<file path="config.mk">
export PLATFORM = sky130hd
export DESIGN_NAME = vec_irq_ctrl
export DESIGN_NICKNAME = d
export VERILOG_FILES = /design/src/rtl/vic_pkg.sv /design/src/rtl/vic_capture.sv /design/src/rtl/vic_regs.sv /design/src/rtl/vic_encoder.sv /design/src/rtl/vec_irq_ctrl.sv
export SDC_FILE = /design/constraint.sdc
export NUM_CORES = 1
export LEC_CHECK = 0
export ABC_AREA = 0
export BUFFER_PORTS_ARGS = -buffer_cell sky130_fd_sc_hd__buf_4
export CORE_ASPECT_RATIO = 1.4
export CORE_MARGIN = 2
export CORE_UTILIZATION = 58
export CTS_CLUSTER_SIZE = 25
export DETAILED_ROUTE_END_ITERATION = 6
export GPL_TIMING_DRIVEN = 1
export MAX_ROUTING_LAYER = met4
export PLACE_DENSITY = 0.93
export SLEW_MARGIN = 25
export SYNTH_ARGS = -nofsm -noshare
export SYNTH_HDL_FRONTEND = slang
export SYNTH_SLANG_ARGS = --single-unit
</file>
<file path="constraint.sdc">
create_clock -name clk_i -period 17.2 [get_ports clk_i]
set_input_delay 2.58 -clock clk_i [delete_from_list [all_inputs] [get_ports clk_i]]
set_output_delay 2.58 -clock clk_i [all_outputs]
set_load 0.02 [all_outputs]
</file>
<file path="src/rtl/vic_pkg.sv">
package vic_pkg;
  // word indices of the register map; the pending word's position is fixed
  localparam int unsigned WORD_MASK = 0;
  localparam int unsigned WORD_RAW  = 1;
  localparam int unsigned WORD_PEND = 2;
  localparam int unsigned WORD_NMI  = 3;
endpackage

</file>
<file path="src/rtl/vic_capture.sv">
module vic_capture #(
  parameter int unsigned N_SRC = 32,
  parameter int unsigned N_NMI = 2,
  localparam int unsigned N_MSK = N_SRC - N_NMI
) (
  input  logic             clk_i,
  input  logic             rst_ni,
  input  logic [N_SRC-1:0] irq_i,
  output logic [N_MSK-1:0] raw_o,
  output logic [N_NMI-1:0] nmi_o
);
  logic [N_MSK-1:0] raw_q;
  logic [N_NMI-1:0] nmi_q;

  always_ff @(posedge clk_i or negedge rst_ni) begin
    if (!rst_ni) begin
      raw_q <= '0;
      nmi_q <= '0;
    end else begin
      raw_q <= irq_i[N_MSK-1:0];
      nmi_q <= irq_i[N_SRC-1:N_MSK];
    end
  end

  assign raw_o = raw_q;
  assign nmi_o = nmi_q;

  assert_raw_follows_R1: assert property (@(posedge clk_i) disable iff (!rst_ni)
    $past(rst_ni) |-> raw_q == $past(irq_i[N_MSK-1:0]));

  assert_nmi_capture_R8: assert property (@(posedge clk_i) disable iff (!rst_ni)
    $past(rst_ni) |-> nmi_q == $past(irq_i[N_SRC-1:N_MSK]));
endmodule

</file>
<file path="src/rtl/vic_regs.sv">
module vic_regs #(
  parameter int unsigned DATA_W = 32,
  parameter int unsigned ADDR_W = 8,
  parameter int unsigned N_MSK  = 30,
  parameter int unsigned N_NMI  = 2
) (
  input  logic              clk_i,
  input  logic              rst_ni,
  input  logic              wr_en_i,
  input  logic [ADDR_W-1:0] addr_i,
  input  logic [DATA_W-1:0] wr_data_i,
  input  logic [N_MSK-1:0]  raw_i,
  input  logic [N_NMI-1:0]  nmi_i,
  output logic [N_MSK-1:0]  pend_o,
  output logic [DATA_W-1:0] rd_data_o
);
  import vic_pkg::*;

  localparam logic [ADDR_W-1:0] IX_MASK = ADDR_W'(WORD_MASK);
  localparam logic [ADDR_W-1:0] IX_RAW  = ADDR_W'(WORD_RAW);
  localparam logic [ADDR_W-1:0] IX_PEND = ADDR_W'(WORD_PEND);
  localparam logic [ADDR_W-1:0] IX_NMI  = ADDR_W'(WORD_NMI);

  logic [DATA_W-1:0] mask_q;
  logic [N_MSK-1:0]  pend;
  logic              wr_mask;

  assign wr_mask = wr_en_i && (addr_i == IX_MASK);

  always_ff @(posedge clk_i or negedge rst_ni) begin
    if (!rst_ni)      mask_q <= '0;
    else if (wr_mask) mask_q <= wr_data_i;
  end

  assign pend   = raw_i & mask_q[N_MSK-1:0];
  assign pend_o = pend;

  always_comb begin
    rd_data_o = '0;
    unique case (addr_i)
      IX_MASK: rd_data_o = mask_q;
      IX_RAW:  rd_data_o = {{(DATA_W-N_MSK){1'b0}}, raw_i};
      IX_PEND: rd_data_o = {{(DATA_W-N_MSK){1'b0}}, pend};
      IX_NMI:  rd_data_o = {{(DATA_W-N_NMI){1'b0}}, nmi_i};
      default: rd_data_o = '0;
    endcase
  end

  assert_mask_write_R2: assert property (@(posedge clk_i) disable iff (!rst_ni)
    wr_en_i && addr_i == IX_MASK |=> mask_q == $past(wr_data_i));

  assert_ro_write_ignored_R3: assert property (@(posedge clk_i) disable iff (!rst_ni)
    wr_en_i && addr_i != IX_MASK |=> $stable(mask_q));
endmodule

</file>
<file path="src/rtl/vic_encoder.sv">
module vic_encoder #(
  parameter int unsigned N_MSK     = 30,
  parameter int unsigned VEC_W     = 8,
  parameter logic [7:0]  VEC_MULTI = 8'h30,
  parameter logic [7:0]  VEC_BASE  = 8'h31,
  localparam int unsigned IDX_W = $clog2(N_MSK),
  localparam int unsigned CNT_W = $clog2(N_MSK + 1)
) (
  input  logic             clk_i,
  input  logic             rst_ni,
  input  logic [N_MSK-1:0] pend_i,
  output logic             irq_o,
  output logic [VEC_W-1:0] vec_o
);
  logic [CNT_W-1:0] cnt;
  logic [IDX_W-1:0] idx;
  logic [VEC_W-1:0] vec_d;
  logic             any_d;
  logic [VEC_W-1:0] vec_q;
  logic             irq_q;

  always_comb begin
    cnt = '0;
    idx = '0;
    for (int i = 0; i < N_MSK; i++) begin
      if (pend_i[i]) begin
        cnt = cnt + CNT_W'(1);
        idx = IDX_W'(i);
      end
    end
  end

  // priority among several sources is left to software
  always_comb begin
    if (cnt == '0)                vec_d = '0;
    else if (cnt > CNT_W'(1))     vec_d = VEC_W'(VEC_MULTI);
    else                          vec_d = VEC_W'(VEC_BASE) + VEC_W'(idx);
  end

  assign any_d = |pend_i;

  always_ff @(posedge clk_i or negedge rst_ni) begin
    if (!rst_ni) begin
      vec_q <= '0;
      irq_q <= 1'b0;
    end else begin
      vec_q <= vec_d;
      irq_q <= any_d;
    end
  end

  assign vec_o = vec_q;
  assign irq_o = irq_q;

  assert_single_code_R5: assert property (@(posedge clk_i) disable iff (!rst_ni)
    $onehot(pend_i) |=> vec_o != VEC_W'(VEC_MULTI) && vec_o != '0);

  assert_multi_code_R6: assert property (@(posedge clk_i) disable iff (!rst_ni)
    $countones(pend_i) > 1 |=> vec_o == VEC_W'(VEC_MULTI));

  assert_idle_zero_R7: assert property (@(posedge clk_i) disable iff (!rst_ni)
    pend_i == '0 |=> vec_o == '0 && !irq_o);

  assert_irq_matches_vec_R7: assert property (@(posedge clk_i) disable iff (!rst_ni)
    irq_o == (vec_o != '0));
endmodule

</file>
<file path="src/rtl/vec_irq_ctrl.sv">
module vec_irq_ctrl #(
  parameter int unsigned N_SRC     = 32,
  parameter int unsigned N_NMI     = 2,
  parameter int unsigned DATA_W    = 32,
  parameter int unsigned ADDR_W    = 8,
  parameter int unsigned VEC_W     = 8,
  parameter logic [7:0]  VEC_MULTI = 8'h30,
  parameter logic [7:0]  VEC_BASE  = 8'h31
) (
  input  logic              clk_i,
  input  logic              rst_ni,
  input  logic [N_SRC-1:0]  irq_i,
  input  logic              wr_en_i,
  input  logic [ADDR_W-1:0] addr_i,
  input  logic [DATA_W-1:0] wr_data_i,
  output logic [DATA_W-1:0] rd_data_o,
  output logic              irq_o,
  output logic [VEC_W-1:0]  vec_o,
  output logic              nmi_o
);
  localparam int unsigned N_MSK = N_SRC - N_NMI;

  logic [N_MSK-1:0] raw;
  logic [N_NMI-1:0] nmi;
  logic [N_MSK-1:0] pend;

  vic_capture #(.N_SRC(N_SRC), .N_NMI(N_NMI)) u_capture (
    .clk_i  (clk_i),
    .rst_ni (rst_ni),
    .irq_i  (irq_i),
    .raw_o  (raw),
    .nmi_o  (nmi)
  );

  vic_regs #(.DATA_W(DATA_W), .ADDR_W(ADDR_W), .N_MSK(N_MSK), .N_NMI(N_NMI)) u_regs (
    .clk_i     (clk_i),
    .rst_ni    (rst_ni),
    .wr_en_i   (wr_en_i),
    .addr_i    (addr_i),
    .wr_data_i (wr_data_i),
    .raw_i     (raw),
    .nmi_i     (nmi),
    .pend_o    (pend),
    .rd_data_o (rd_data_o)
  );

  vic_encoder #(.N_MSK(N_MSK), .VEC_W(VEC_W), .VEC_MULTI(VEC_MULTI), .VEC_BASE(VEC_BASE)) u_enc (
    .clk_i  (clk_i),
    .rst_ni (rst_ni),
    .pend_i (pend),
    .irq_o  (irq_o),
    .vec_o  (vec_o)
  );

  assign nmi_o = |nmi;

  assert_nmi_out_R8: assert property (@(posedge clk_i) disable iff (!rst_ni)
    $past(rst_ni) |-> nmi_o == ($past(irq_i[N_SRC-1:N_MSK]) != '0));

  assert_reset_quiet_R9: assert property (@(posedge clk_i)
    !rst_ni |-> !irq_o && vec_o == '0 && !nmi_o);
endmodule

</file>
==> results by group, run 1 <==
Setup path
  – Worst Reg-to-Reg Cells: between 80 and 90
  – Cell mode on critical path: ha_1
  – Critical Path RT: 17.40 ns
  – FF-to-FF Start: u_regs.mask_q[1]$_DFFE_PN0P_
  – Crit-path max cell delay: 0.45 ns
  – Crit path from: u_regs.mask_q[1]$_DFFE_PN0P_
  – RR Endpoint: u_enc.vec_o[4]$_DFF_PN0_
  – Arrival time worst endpoint: 16.15 ns
  – Reg2Reg Setup Slack: 1.26 ns
  – CP Capture Point: u_enc.vec_o[4]$_DFF_PN0_
  – Worst path slowest cell: dfrtp_1
  – Crit path max fanout: 7
  – WS Path Type: flop to flop
  – Nature of the critical path endpoint: flop
  – Nature of the critical path startpoint: flop

Pwr
  – Pleak: 3.794 nW
  – Seq pwr share: 26.6%
  – Pwr dens: 87.11 mW/mm²
  – VDD IR max: 69.37 µV
  – Int Pwr: 0.4688 mW
  – Gate power share: 42.7%
  – Clock share of power: 30.7%
  – P_sw: 0.2645 mW
  – Sw frac: 36.07%

Placement
  – Port Buf Inserts: 115
  – Final RePlAce weighted congestion: 0.9468
  – Detailed placement HPWL: 14,210 µm
  – Post-DP Area: 0.008056 mm²
  – Dpl ws: between 1 and 1.5 ns

Yosys
  – XOR/XNOR Fraction of Synth Area: ~19%
  – Fraction of registers with async set/reset: 100.0%
  – Post-synth EDFFs: 0
  – Post-synthesis mux area share: between 10% and 20%
  – Syn Area/Cell: 8.503 µm²
  – Top FF cell, synth: dfrtp_1
  – Simple-Gate Fraction of Synth Area: between 15 and 20%
  – Synth top cells by count: 87 x nand2_1, 82 x xnor2_1, 81 x nor2_1
  – Synth area leaders: dfrtp_1 25%, xnor2_1 10%, mux2_2 5.7%, mux2i_1 5.5%, ha_1 5.1%
  – Cell variety after synth: 66
  – Complex-gate fraction of the synthesized area: 16.98%
  – Main combinational cell family by area after synthesis: simple AND/OR/NAND/NOR gates
  – Post-Synthesis Cells: 839
  – Yosys top cell area share: between 20% and 30%
  – Synth Cell Area: 0.007134 mm²
  – Synthesis warning total: 0
  – Most numerous cell in the Yosys netlist: nand2_1
  – Biggest area consumer among synthesized cells: dfrtp_1
  – Sequential fraction of the synthesis area: 25.25%
  – Syn Nets: 943
  – Post-synthesis adder-cell area fraction: 5.086%
  – #FFs+latches synth: 72

Timing
  – Crit share post-route: 92.70%
  – RSZ-0062 raised after global routing: false
  – Worst Skew: 0.008189 ns
  – Total Neg Setup Slack: 0 ns
  – Final Hold Fails: 0
  – Max-slew headroom: 38.25%
  – Worst slew pin tran: between 0.9 and 1 ns
  – Max Fclk: 62.72 MHz
  – # setup viols final: 0
  – Final Max Slew Viols: 0
  – Final worst slack: 1.255 ns
  – Minimum clock period: 15.94 ns

Final layout
  – Final net count: 1,036
  – Fraction of layout cells with a size suffix above 1: 20.28%
  – Fin area: 0.008418 mm²
  – Area growth from synthesis to layout: 17.99%
  – Ant diodes: 0

Detailed routing
  – Total Wirelength: 19,400 µm
  – Vias per cell: roughly 6.2
  – DRT Pass-1 Iters: 5
  – Post-route ant nets: 0
  – DR vias: slightly below 7,000
  – Routed wire per std cell: roughly 18 µm
  – Iter 0 DRT Violations: 490
  – Post-route DRC: 0

Clock network
  – Hold_buf cts: 0
  – TritonCTS Sinks: 72
  – TritonCTS clock tree: built
  – Clk buf depth: 2
  – Clock slew at reported path FFs: 0.06 ns
  – CTS buffer count: 9
  – Clk_lat worst skew: 0.34 ns
  – Clock Tree Root: clkbuf_16
  – H-Tree Depth: 3

Worst hold path
  – Hold Crit Class: flop to flop

Global route
  – Largest net degree at the start of global routing: 73
  – Gr ovfl total: 0
  – Initial antenna violation count: 0
  – Vias in the first global route: 6,881
  – First-pass GRT wire length: 31,970 µm
  – GR Util All Layers: between 30 and 40%

Die
  – # IOs: 117
  – Core area: around 0.012 mm²
  – Die Wd: 97.74 µm
  – DIE AREA: 0.01322 mm²
  – Starting Density: 59.76%
  – Die height: between 100 and 150 µm
  – Row cnt: 47

Job
  – Max_cap viols: 0

Status
  – Status: finished, final reports clean
[sequential cells by signal, summed over array words and instances (netlist names)]
name             flops
u_capture.nmi_o      2
u_enc.irq_o          1
u_capture.raw_o     30
u_regs.mask_q       32
u_enc.vec_o          7
[kinds of logic (layout without fill, tap and decap cells)]
group / after synthesis / after routing
adders and majority gates: 29 / 29
xor gates and xnor gates: 127 / 127
buffers and inverters: 56 / 154
muxes: 76 / 76
other: 1 / 1
and+or+nand+nor: 301 / 301
DFF: 72 / 72
AOI/OAI and AO/OA: 177 / 177
[worst min-delay path by stage]
stage | start | end | slack [ns] | cells after the start
floorplan | u_regs.mask_q[31]$_DFFE_PN0P_ | u_regs.mask_q[31]$_DFFE_PN0P_ | 0.47 | 1
global placement | u_regs.mask_q[30]$_DFFE_PN0P_ | u_regs.mask_q[30]$_DFFE_PN0P_ | 0.48 | 1
detailed placement | u_regs.mask_q[31]$_DFFE_PN0P_ | u_regs.mask_q[31]$_DFFE_PN0P_ | 0.52 | 1
CTS | u_regs.mask_q[31]$_DFFE_PN0P_ | u_regs.mask_q[31]$_DFFE_PN0P_ | 0.54 | 1
global route | u_regs.mask_q[31]$_DFFE_PN0P_ | u_regs.mask_q[31]$_DFFE_PN0P_ | 0.55 | 1
finish | u_regs.mask_q[31]$_DFFE_PN0P_ | u_regs.mask_q[31]$_DFFE_PN0P_ | 0.53 | 1
[metal layers]
layer / routed length [µm] / part of all wire, % / up-vias / GRT usage, %
li1: - / - / 3213 / -
met1: 7529 / 39 / 3235 / 33.26
met2: 10480 / 54 / 270 / 55.56
met3: 925 / 4.8 / 48 / 4.592
met4: 463 / 2.4 / 0 / 10.65
met5: 0 / 0 / - / -
[cell type report]
cell class / instances / area (µm²)
Clock buffer: 10 / 239.0
Clock inverter: 6 / 115.1
Fill cell: 886 / 3520
Inverter: 21 / 78.83
Multi-Input combinational cell: 711 / 5121
Sequential cell: 72 / 1802
Tap cell: 147 / 183.9
Timing Repair Buffer: 117 / 878.3
[power by group through the flow]
stage / clock, mW / sequential (mW) / combinational, mW
floorplan: 0 / 0.204 / 0.222
global placement: 0 / 0.196 / 0.293
detailed placement: 0 / 0.197 / 0.301
CTS: 0.225 / 0.195 / 0.308
global route: 0.232 / 0.197 / 0.341
finish: 0.225 / 0.195 / 0.313
[timing repair]
action                                  CTS  global route
endpoints found under the setup margin    0             7
resized for setup                         0             6
buffers inserted                          0             0
[critical path, delay by kind of cell, from the launching register on]
| kind | cells | cell delay (ns) |
|---|---|---|
| XOR/XNOR | 13 | 2.33 |
| AND/OR/NAND/NOR | 29 | 3.49 |
| buffers and inverters | 2 | 0.18 |
| multiplexers | 5 | 1.37 |
| flip-flops | 1 | 0.45 |
| adder cells (fa/ha/maj) | 16 | 4.46 |
| AO/OA/AOI/OAI | 24 | 3.47 |
[through the flow]
step / power, mW / utilization, % / cells / hold WS (ns)
2_1_floorplan: 0.4258 / - / 839 / 0.4705
3_3_place_gp: 0.4891 / 67.49 / 1068 / 0.4816
3_5_place_dp: 0.4989 / 67.49 / 1068 / 0.5202
4_1_cts: 0.7280 / 70.45 / 1084 / 0.5359
5_1_grt: 0.7703 / 70.52 / 1084 / 0.5512
6_report: 0.7333 / 70.52 / 1084 / 0.5304
[layout by cell type, fill, tap and decap left out, types with 4 or more instances in the layout]
| master | count |
|---|---|
| buf_4 | 117 |
| mux2_2 | 36 |
| xnor2_1 | 82 |
| nand2_1 | 87 |
| a31o_2 | 4 |
| mux2i_1 | 39 |
| nand4_1 | 11 |
| o21ai_1 | 4 |
| o21ai_0 | 26 |
| o22a_1 | 28 |
| nand3b_1 | 4 |
| o31ai_1 | 4 |
| nand3_1 | 35 |
| nor4_1 | 6 |
| inv_1 | 20 |
| ha_1 | 29 |
| xnor3_1 | 7 |
| and2_1 | 29 |
| a21oi_1 | 40 |
| or2_2 | 5 |
| clkbuf_16 | 9 |
| dfrtp_1 | 72 |
| a211oi_1 | 8 |
| a31oi_1 | 7 |
| xor2_1 | 31 |
| nor3_1 | 24 |
| nor2_1 | 81 |
| o22ai_1 | 14 |
| and3_1 | 5 |
Note: power is estimated with default switching activity, not from simulation.
==> run 2: changes to the inputs <==
--- a/config.mk
+++ b/config.mk
@@ -5,16 +5,16 @@
 export SDC_FILE = /design/constraint.sdc
 export NUM_CORES = 1
 export LEC_CHECK = 0
-export ABC_AREA = 0
+export ABC_AREA = 1
 export BUFFER_PORTS_ARGS = -buffer_cell sky130_fd_sc_hd__buf_4
 export CORE_ASPECT_RATIO = 1.4
 export CORE_MARGIN = 2
-export CORE_UTILIZATION = 58
+export CORE_UTILIZATION = 59
 export CTS_CLUSTER_SIZE = 25
 export DETAILED_ROUTE_END_ITERATION = 6
 export GPL_TIMING_DRIVEN = 1
 export MAX_ROUTING_LAYER = met4
-export PLACE_DENSITY = 0.93
+export PLACE_DENSITY = 0.94
 export SLEW_MARGIN = 25
 export SYNTH_ARGS = -nofsm -noshare
 export SYNTH_HDL_FRONTEND = slang
==> run 2 against run 1 <==
Clock power is essentially flat. Count of clock-buffer cells in the layout is the same. Synthesized cell count grew 38%. First-iteration DRC count shrank 15%. Register-to-register slack gained 1.3 ns. Sequential share of layout area shrank 0.44 points. Power shrank 12%. Critical path depth shrank 6. Global-route usage shrank 0.30 points. Worst hold slack lost 0.0065 ns. Highest routed layer unchanged.
==> results by group, run 2 <==
Setup path
  – Critical Path RT: 17.47 ns (was 17.40 ns)
  – Crit-path max cell delay: 0.36 ns (was 0.45 ns)
  – Worst path slowest cell: dfrtp_1 (unchanged)
  – Arrival time worst endpoint: 14.96 ns (was 16.15 ns)
  – Nature of the critical path endpoint: flop (unchanged)
  – Crit path max fanout: 5 (was 7)
  – Cell mode on critical path: nand2_1 (was ha_1)
  – Nature of the critical path startpoint: flop (unchanged)
  – WS Path Type: flop to flop (unchanged)

Timing
  – Crit share post-route: 85.40% (was 92.70%)
  – Final Max Slew Viols: 0 (unchanged)
  – Worst slew pin tran: 1.002 ns (was 0.9262 ns)
  – Max Fclk: 68.08 MHz (was 62.72 MHz)
  – RSZ-0062 raised after global routing: false (unchanged)
  – Minimum clock period: 14.69 ns (was 15.94 ns)
  – Worst Skew: 0.01140 ns (was 0.008189 ns)
  – Final Hold Fails: 0 (unchanged)
  – Max-slew headroom: 33.11% (was 38.25%)
  – # setup viols final: 0 (unchanged)
  – Total Neg Setup Slack: 0 ns (unchanged)

Pwr
  – VDD IR max: 60.68 µV (was 69.37 µV)
  – Clock share of power: 34.7% (was 30.7%)
  – Gate power share: 35.5% (was 42.7%)
  – Int Pwr: 0.4122 mW (was 0.4688 mW)
  – Seq pwr share: 29.8% (was 26.6%)
  – Total power: 0.6435 mW (was 0.7333 mW)
  – Pwr dens: 74.87 mW/mm² (was 87.11 mW/mm²)
  – Sw frac: 35.95% (was 36.07%)
  – Pleak: 5.402 nW (was 3.794 nW)
  – P_sw: 0.2313 mW (was 0.2645 mW)

Worst hold path
  – Hold Crit Class: flop to flop (unchanged)

Yosys
  – Post-synth EDFFs: 0 (unchanged)
  – Synth top cells by count: 379 x nand2_1, 207 x inv_1, 106 x nand3_1 (was 87 x nand2_1, 82 x xnor2_1, 81 x nor2_1)
  – Most numerous cell in the Yosys netlist: nand2_1 (unchanged)
  – Top FF cell, synth: dfrtp_1 (unchanged)
  – #FFs+latches synth: 72 (unchanged)
  – Sequential fraction of the synthesis area: 24.83% (was 25.25%)
  – Synth Cell Area: 0.007256 mm² (was 0.007134 mm²)
  – Syn Nets: 1,263 (was 943)
  – Yosys top cell area share: 24.83% (was 25.25%)
  – Synth area leaders: dfrtp_1 25%, nand2_1 20%, inv_1 11%, nand3_1 7.3%, ha_1 5.0% (was dfrtp_1 25%, xnor2_1 10%, mux2_2 5.7%, mux2i_1 5.5%, ha_1 5.1%)
  – Fraction of registers with async set/reset: 100.0% (unchanged)
  – Cell variety after synth: 38 (was 66)
  – Synthesis warning total: 0 (unchanged)
  – Post-Synthesis Cells: 1,159 (was 839)
  – Biggest area consumer among synthesized cells: dfrtp_1 (unchanged)
  – Syn Area/Cell: 6.260 µm² (was 8.503 µm²)

Die
  – Die height: 135.2 µm (about the same)
  – Row cnt: 47 (unchanged)
  – Starting Density: 60.78% (was 59.76%)
  – # IOs: 117 (unchanged)
  – DIE AREA: 0.01321 mm² (was 0.01322 mm²)
  – Die Wd: 97.73 µm (was 97.74 µm)
  – Core area: 0.01194 mm² (unchanged)

Job
  – Max_cap viols: 0 (unchanged)

Final layout
  – Ant diodes: 0 (unchanged)
  – Max FFs per register: 32 (unchanged)
  – Fillers: 906 (was 886)
  – Final net count: 1,377 (was 1,036)
  – Commonest non-fill, non-tap cell in the layout: nand2_1 (was buf_4)
  – Fin area: 0.008596 mm² (was 0.008418 mm²)
  – Area growth from synthesis to layout: 18.47% (was 17.99%)
  – Multi-input gate area: 0.004591 mm² (was 0.005121 mm²)
  – Final core occ: 72.01% (was 70.52%)
  – Most frequent cells in the layout: 379 x nand2_1, 205 x inv_1, 116 x buf_4 (was 117 x buf_4, 87 x nand2_1, 82 x xnor2_1)
  – Fraction of layout cells with a size suffix above 1: 20.74% (was 20.28%)
  – Largest register by flop count: u_regs.mask_q (unchanged)
  – Register area: 0.001802 mm² (unchanged)

Global route
  – Initial antenna violation count: 0 (unchanged)
  – Vias in the first global route: 7,317 (was 6,881)
  – Largest net degree at the start of global routing: 73 (unchanged)
  – GR Util All Layers: 29.96% (was 30.25%)
  – First-pass GRT wire length: 31,840 µm (was 31,970 µm)
  – Gr ovfl total: 0 (unchanged)

Clock network
  – Clock Tree Root: clkbuf_16 (unchanged)
  – Hold_buf cts: 0 (unchanged)
  – Clk buf depth: 2 (unchanged)
  – Resized Gates After CTS: 0 (unchanged)
  – Clk_lat worst skew: 0.35 ns (was 0.34 ns)
  – Clock slew at reported path FFs: 0.06 ns (about the same)
  – H-Tree Depth: 3 (unchanged)
  – Postcts setup bufs: 0 (unchanged)
  – TritonCTS Sinks: 72 (unchanged)
  – CTS buffer count: 9 (unchanged)
  – TritonCTS clock tree: built (unchanged)

Placement
  – Final RePlAce weighted congestion: 0.9467 (was 0.9468)
  – Port Buf Inserts: 115 (unchanged)
  – Detailed placement HPWL: 14,370 µm (was 14,210 µm)
  – Post-DP Area: 0.008250 mm² (was 0.008056 mm²)

Detailed routing
  – Iter 0 DRT Violations: 417 (was 490)
  – Vias per cell: 5.466 (was 6.242)
  – Post-route DRC: 0 (unchanged)
  – Routed wire per std cell: 13.56 µm (was 17.90 µm)
  – Post-route ant nets: 0 (unchanged)
  – Total Wirelength: 19,320 µm (was 19,400 µm)
  – DRT Pass-1 Iters: 5 (unchanged)
  – DR vias: 7,789 (was 6,766)

Status
  – Status: finished, final reports clean (unchanged)
run 2: worst paths after layout:
| path | from | to | slack [ns] | depth (start not counted) |
|---|---|---|---|---|
| hold reg to reg | u_regs.mask_q[31]$_DFFE_PN0P_ | u_regs.mask_q[31]$_DFFE_PN0P_ | 0.52 | 2 |
| setup / recovery | u_regs.mask_q[0]$_DFFE_PN0P_ | u_enc.vec_o[3]$_DFF_PN0_ | 2.51 | 83 |
| hold / removal | u_regs.mask_q[31]$_DFFE_PN0P_ | u_regs.mask_q[31]$_DFFE_PN0P_ | 0.52 | 2 |
| max in group asynchronous | rst_ni | u_regs.mask_q[11]$_DFFE_PN0P_ | 14.24 | 1 |
| min in group asynchronous | rst_ni | u_capture.raw_o[26]$_DFF_PN0_ | 2.36 | 1 |
| setup reg to reg | u_regs.mask_q[0]$_DFFE_PN0P_ | u_enc.vec_o[3]$_DFF_PN0_ | 2.51 | 83 |
run 2: power by group through the flow:
stage          logic (mW)  clock network, mW  registers, mW
6_report            0.228              0.223          0.192
2_1_floorplan       0.152                  0          0.202
3_5_place_dp        0.220                  0          0.195
5_1_grt             0.254              0.231          0.193
4_1_cts             0.226              0.224          0.192
3_3_place_gp        0.209                  0          0.194
run 2: metrics by stage:
stage	setup WS, ns	std cells	hold slack (ns)
6_report	2.510	1425	0.5239
5_1_grt	1.604	1425	0.5516
4_1_cts	2.694	1425	0.5235
3_5_place_dp	3.060	1409	0.5082
3_3_place_gp	3.514	1409	0.4967
2_1_floorplan	4.264	1159	0.4811
run 2: routing by layer:
metal,global-route usage [%],part of all wire (%),vias up
met5,-,0,-
met4,12.50,3.1,0
met3,3.457,5.5,58
met2,52.99,52,284
met1,34.52,39,3578
li1,-,-,3869
run 2: worst max-delay path, delay by kind of cell (launching register included):
family | cells | cell delay, ns
flops | 1 | 0.36
fa+ha+maj | 16 | 4.53
buf+inv | 4 | 0.32
xor+xnor | 11 | 1.82
simple gates | 41 | 5.96
compound gates | 11 | 1.64
run 2: cells by family (layout without fill, tap and decap cells):
logic type / Yosys count / count (layout) / share of synthesized area, %
DFF: 72 / 72 / 24.83
and+or+nand+nor: 662 / 662 / 41.82
AOI/OAI and AO/OA: 112 / 112 / 8.605
xor gates and xnor gates: 26 / 26 / 3.138
buffers and inverters: 227 / 346 / 11.90
adders and majority gates: 29 / 29 / 5.001
other: 1 / 1 / 0.05168
muxes: 30 / 30 / 4.656
run 2: area by class of cell:
| class | instances | area share, % |
|---|---|---|
| timing repair buffer | 116 | 10.13 |
| tap | 147 | 2.140 |
| sequential | 72 | 20.96 |
| clock inverter | 6 | 1.354 |
| clock buffer | 10 | 2.664 |
| multi-input combinational | 860 | 53.41 |
| inverter | 214 | 9.345 |
